--- config.mk ---
export PLATFORM = sky130hd
export DESIGN_NAME = tagged_reg_bridge
export DESIGN_NICKNAME = d
export VERILOG_FILES = /design/src/rtl/rbridge_pkg.sv /design/src/rtl/rbridge_decode.sv /design/src/rtl/rbridge_bank.sv /design/src/rtl/tagged_reg_bridge.sv
export SDC_FILE = /design/constraint.sdc
export NUM_CORES = 1
export LEC_CHECK = 0
export BUFFER_PORTS_ARGS = -buffer_cell sky130_fd_sc_hd__buf_2
export CORE_MARGIN = 4
export CORE_UTILIZATION = 46
export CTS_CLUSTER_DIAMETER = 200
export CTS_CLUSTER_SIZE = 12
export DETAILED_ROUTE_END_ITERATION = 10
export PLACE_DENSITY = 0.72
export SYNTH_ARGS = -nofsm -noshare
export SYNTH_HDL_FRONTEND = slang
export SYNTH_HIERARCHICAL = 1
export SYNTH_SLANG_ARGS = --single-unit
export TNS_END_PERCENT = 20
--- constraint.sdc ---
create_clock -name clk -period 3.6 [get_ports clk]
set_input_delay 1.08 -clock clk [delete_from_list [all_inputs] [get_ports clk]]
set_output_delay 1.08 -clock clk [all_outputs]
set_load 0.05 [all_outputs]
--- src/rtl/rbridge_pkg.sv ---
package rbridge_pkg;
  localparam int BYTE_W = 8;
  localparam int TAG_W  = 2;
  localparam int PAY_W  = BYTE_W - TAG_W;

  typedef enum logic [TAG_W-1:0] {
    TAG_ADDR = 2'b00,
    TAG_DATA = 2'b01,
    TAG_RSV2 = 2'b10,
    TAG_RSV3 = 2'b11
  } tag_e;
endpackage

--- src/rtl/rbridge_decode.sv ---
module rbridge_decode
  import rbridge_pkg::*;
#(
  parameter int SUB_W = 3
) (
  input  logic              clk,
  input  logic              rst,
  input  logic              rx_valid,
  input  logic [BYTE_W-1:0] rx_byte,
  input  logic              rd_req,
  output logic [PAY_W-1:0]  addr,
  output logic [PAY_W-1:0]  wdata,
  output logic              wr,
  output logic [SUB_W-1:0]  sub
);
  tag_e             tag;
  logic [PAY_W-1:0] pay;
  logic             load_addr;

  // tag in the top bits, payload below
  assign tag       = tag_e'(rx_byte[BYTE_W-1 -: TAG_W]);
  assign pay       = rx_byte[PAY_W-1:0];
  assign load_addr = rx_valid && (tag == TAG_ADDR);

  always_ff @(posedge clk) begin
    if (rst) begin
      addr  <= '0;
      wdata <= '0;
      wr    <= 1'b0;
      sub   <= '0;
    end else begin
      wr <= 1'b0;
      if (rx_valid) begin
        case (tag)
          TAG_ADDR: addr <= pay;
          TAG_DATA: begin
            wr    <= 1'b1;
            wdata <= pay;
          end
          default: ;
        endcase
      end
      if (load_addr)   sub <= '0;
      else if (rd_req) sub <= sub + 1'b1;
    end
  end

  AST_STROBE_FROM_DATA: assert property (@(posedge clk) disable iff (rst)
    wr |-> ($past(rx_valid) && $past(rx_byte[7:6]) == 2'b01));
  AST_ADDR_HELD: assert property (@(posedge clk) disable iff (rst)
    !(rx_valid && rx_byte[7:6] == 2'b00) |=> $stable(addr));
  AST_RESERVED_NO_STROBE: assert property (@(posedge clk) disable iff (rst)
    (rx_valid && rx_byte[7]) |=> !wr);
  AST_SUB_STEP: assert property (@(posedge clk) disable iff (rst)
    (rd_req && !(rx_valid && rx_byte[7:6] == 2'b00))
      |=> sub == SUB_W'($past(sub) + 1'b1));
  AST_SUB_CLEAR: assert property (@(posedge clk) disable iff (rst)
    (rx_valid && rx_byte[7:6] == 2'b00) |=> sub == '0);
endmodule

--- src/rtl/rbridge_bank.sv ---
module rbridge_bank
  import rbridge_pkg::*;
#(
  parameter int              NREGS    = 3,
  parameter int              REG_BASE = 1,
  parameter logic [BYTE_W-1:0] ID_BYTE = 8'hC3,
  parameter int              SUB_W    = 3
) (
  input  logic              clk,
  input  logic              rst,
  input  logic              wr,
  input  logic [PAY_W-1:0]  addr,
  input  logic [PAY_W-1:0]  wdata,
  input  logic [SUB_W-1:0]  sub,
  output logic [BYTE_W-1:0] rdata
);
  localparam int PAD_W = BYTE_W - PAY_W;

  logic [PAY_W-1:0] regs [NREGS];

  always_ff @(posedge clk) begin
    for (int i = 0; i < NREGS; i++) begin
      if (rst)                                     regs[i] <= '0;
      else if (wr && addr == PAY_W'(REG_BASE + i)) regs[i] <= wdata;
    end
  end

  always_comb begin
    rdata = '0;
    if (addr == '0 && sub == '0) rdata = ID_BYTE;
    for (int i = 0; i < NREGS; i++)
      if (addr == PAY_W'(REG_BASE + i)) rdata = {{PAD_W{1'b0}}, regs[i]};
  end

  for (genvar g = 0; g < NREGS; g++) begin : g_chk
    AST_REG_HOLD: assert property (@(posedge clk) disable iff (rst)
      !(wr && addr == PAY_W'(REG_BASE + g)) |=> $stable(regs[g]));
  end
endmodule

--- src/rtl/tagged_reg_bridge.sv ---
module tagged_reg_bridge
  import rbridge_pkg::*;
#(
  parameter int                NREGS    = 3,
  parameter int                REG_BASE = 1,
  parameter logic [BYTE_W-1:0] ID_BYTE  = 8'hC3,
  parameter int                SUB_W    = 3
) (
  input  logic              clk,
  input  logic              rst,
  input  logic              rx_valid,
  input  logic [7:0]        rx_byte,
  input  logic              rd_req,
  output logic [7:0]        rd_byte,
  output logic              rd_fin,
  output logic              bus_wr,
  output logic [5:0]        bus_addr,
  output logic [5:0]        bus_wdata,
  output logic [SUB_W-1:0]  bus_sub
);
  logic [BYTE_W-1:0] bank_rdata;

  rbridge_decode #(.SUB_W(SUB_W)) u_dec (
    .clk      (clk),
    .rst      (rst),
    .rx_valid (rx_valid),
    .rx_byte  (rx_byte),
    .rd_req   (rd_req),
    .addr     (bus_addr),
    .wdata    (bus_wdata),
    .wr       (bus_wr),
    .sub      (bus_sub)
  );

  rbridge_bank #(
    .NREGS    (NREGS),
    .REG_BASE (REG_BASE),
    .ID_BYTE  (ID_BYTE),
    .SUB_W    (SUB_W)
  ) u_bank (
    .clk   (clk),
    .rst   (rst),
    .wr    (bus_wr),
    .addr  (bus_addr),
    .wdata (bus_wdata),
    .sub   (bus_sub),
    .rdata (bank_rdata)
  );

  always_ff @(posedge clk) begin
    if (rst) begin
      rd_byte <= '0;
      rd_fin  <= 1'b0;
    end else begin
      rd_fin <= rd_req;
      if (rd_req) rd_byte <= bank_rdata;
    end
  end

  AST_FIN_FOLLOWS_REQ: assert property (@(posedge clk) disable iff (rst)
    rd_fin |-> $past(rd_req));
  AST_BYTE_HELD_IDLE: assert property (@(posedge clk) disable iff (rst)
    !rd_req |=> $stable(rd_byte));
endmodule

==> reports/results.ini <==
[outcome]
outcome=finished, final reports clean

[synth]
synth-compound-area-share_pct=6.05
ys_types=35
syn_inst=168
synth_xor_area_share_pct=0.446
ys_warn_count=6
syn-num-nets=181
synthesis.area_um2=1960
ys_ff_latch=43
ys_seq_area_share_pct=53.0
synthAdderAreaFrac_pct=0.637
syn_area_per_cell_um2=11.7
synthMuxAreaShare_pct=13.0
synth_top_family_by_area=simple AND/OR/NAND/NOR gates
yosys.area_share.simple_pct=23.3

[min_path]
holdCritPathClass=flip-flop to flip-flop

[pwr]
p_leak_uw=0.000971
power.density_nw_per_um2=460
vdd_drop_max_mv=0.260
power_uw=1030

[global_routing]
grt_pass1_wl_mm=6.18
track_usage_pct=15.6
grt_overflow_total=0
antenna_found_initial=0
grt_max_degree=38
first_global_vias=1327

[setup_path]
path_class=flip-flop to output pin
crit_required_ps=2520
cpLargestDelayFamily=flip-flops
end_kind=output pin
path_cells=buf_2
path_buf_inv=1
worst_path_largest_cell_delay_ps=790
worstPathMaxFanout=18
slowest_stage=dfxtp_1
worstSetupStartpointType=flip-flop
arrival_ps=1460

[floorplanning]
initial_core_util_pct=48.4
rows=23
die_w_um=73.3
core_um2=4060
die_h_um=73.3
dieArea_um2=5380
ios=37

[clock_network]
cts_tree=done
clock_latency_ps=280
cts_sinks=43
cts_buffers=5
post_cts_buffers=0
h-tree-depth=2
post_cts_resized=0
clockBufferDepth=2
root_buffer=clkbuf_8
clkSlewWorstSetupHoldPaths_ps=80
hold_buffers=0

[finish]
fin_nets=213
design_area_um2=2250
synthToLayoutAreaGrowth_pct=14.5
multi_input_area_um2=852
ff_latch_area_um2=1040
n_fill_cell=335
insertedDiodeCount=0
mostFrequentLayoutCell=buf_2
drive_above_1_share_pct=26.4
layout_common_cells=buf_2 (36), dfxtp_1 (25), mux2i_1 (21)

[placed_design]
port_buffers=36
dp_slack_ps=1270
placed_cell_area_um2=2140
dp_hpwl_mm=2.83
place_congestion=0.800

[route]
wl_per_cell_um=14.8
wirelength_mm=3.71
dr_total_vias=1326
ant_nets=0
drtIter0Drc=130
vias_per_cell=5.28
drc=0
first_pass_iters=4

[sta]
finalSetupTns_ps=0
setup_violations=0
final.min_clock_period_ps=2540
relSlewSlack_pct=52.4
skew_ps=5.24
fin_ws_ps=1060
fmax_mhz=394
slew_violations=0
period_share_pct=70.6
worst_pin_slew_ps=713
final-hold-violation-count=0
rsz0062_at_grt=false

[flow_run]
maxCapViolCount=0

## area by class of cell
class                   count  area share, %
multi-input cells         113           37.9
inverters                   1          0.167
flip-flops and latches     43           46.3
clock inverters             3           1.73
repair buffers             36           8.02
clock buffers               5           3.06
well taps                  50           2.78
## layer usage
layer	vias up	GRT usage, %	part of all wire, %
met4	0	6.64	1.8
met3	7	5.61	6.4
li1	657	-	-
met2	43	26.8	51
met5	-	0	0
met1	619	17.4	41
## state kept, by name, indices dropped and copies added (netlist names)
register / flops
u_dec/sub: 3
u_dec/addr: 6
rd_byte: 8
u_dec/wr: 1
rd_fin: 1
u_bank/regs: 18
u_dec/wdata: 6
## Yosys cell counts
master | instances | area (um^2)
a211oi_1 | 3 | 22.5
a21bo_2 | 1 | 10.0
a221oi_1 | 2 | 17.5
a22oi_1 | 4 | 30.0
a31o_2 | 1 | 8.76
a41o_1 | 2 | 20.0
and2_1 | 19 | 119
and3_1 | 1 | 6.26
and3b_1 | 1 | 8.76
buf_2 | 1 | 5.00
buf_4 | 2 | 15.0
buf_6 | 2 | 22.5
clkbuf_1 | 5 | 18.8
clkbuf_2 | 1 | 5.00
dfxtp_1 | 25 | 500
edfxtp_1 | 18 | 541
ha_1 | 1 | 12.5
inv_1 | 1 | 3.75
mux2_2 | 4 | 45.0
mux2i_1 | 21 | 210
nand2_1 | 1 | 3.75
nand2b_1 | 20 | 125
nand3b_1 | 2 | 15.0
nor2_1 | 14 | 52.6
nor2b_1 | 3 | 18.8
nor3_1 | 2 | 10.0
nor3b_1 | 1 | 7.51
nor3b_2 | 1 | 12.5
nor4_1 | 2 | 12.5
nor4_4 | 1 | 21.3
nor4b_4 | 1 | 23.8
o21ai_0 | 2 | 10.0
or3b_1 | 1 | 8.76
or4_4 | 1 | 11.3
xnor2_1 | 1 | 8.76
## cells by family after synthesis
family / Yosys count
AO/OA/AOI/OAI: 15
XOR/XNOR: 1
adder cells (fa/ha/maj): 1
buffers and inverters: 12
flip-flops: 43
multiplexers: 25
AND/OR/NAND/NOR: 71
## worst reg2reg max path: cells and delay by family, from the launching register on
| kind | cells | cell delay [ps] |
|---|---|---|
| flops | 1 | 790 |
| compound gates | 1 | 200 |
| simple gates | 2 | 120 |
| mux | 2 | 550 |
## worst paths after layout
kind / from / to / slack [ps] / cells after the start
worst min register to register: rd_byte[4] / rd_byte[4] / 490 / 2
worst max-delay path: u_dec/addr[1] / bus_addr[1] / 1060 / 1
worst max register to register: u_dec/addr[1] / rd_byte[4] / 1830 / 5
worst min-delay path: rd_byte[4] / rd_byte[4] / 490 / 2
## report_power, final
group	leakage [uW]	switching [uW]	internal [uW]	total, uW
Combinational	0.000526	92.7	45.4	138
Clock	0.0000556	150	203	353
Sequential	0.000389	16.3	526	543
## metrics by stage
stage	utilization, %	hold slack [ps]	std cells
2_1_floorplan	-	598	168
3_3_place_gp	52.7	470	243
3_5_place_dp	52.7	486	243
4_1_cts	55.4	504	251
5_1_grt	55.4	521	251
6_report	55.4	494	251
Power figures use the tool's default switching activity.
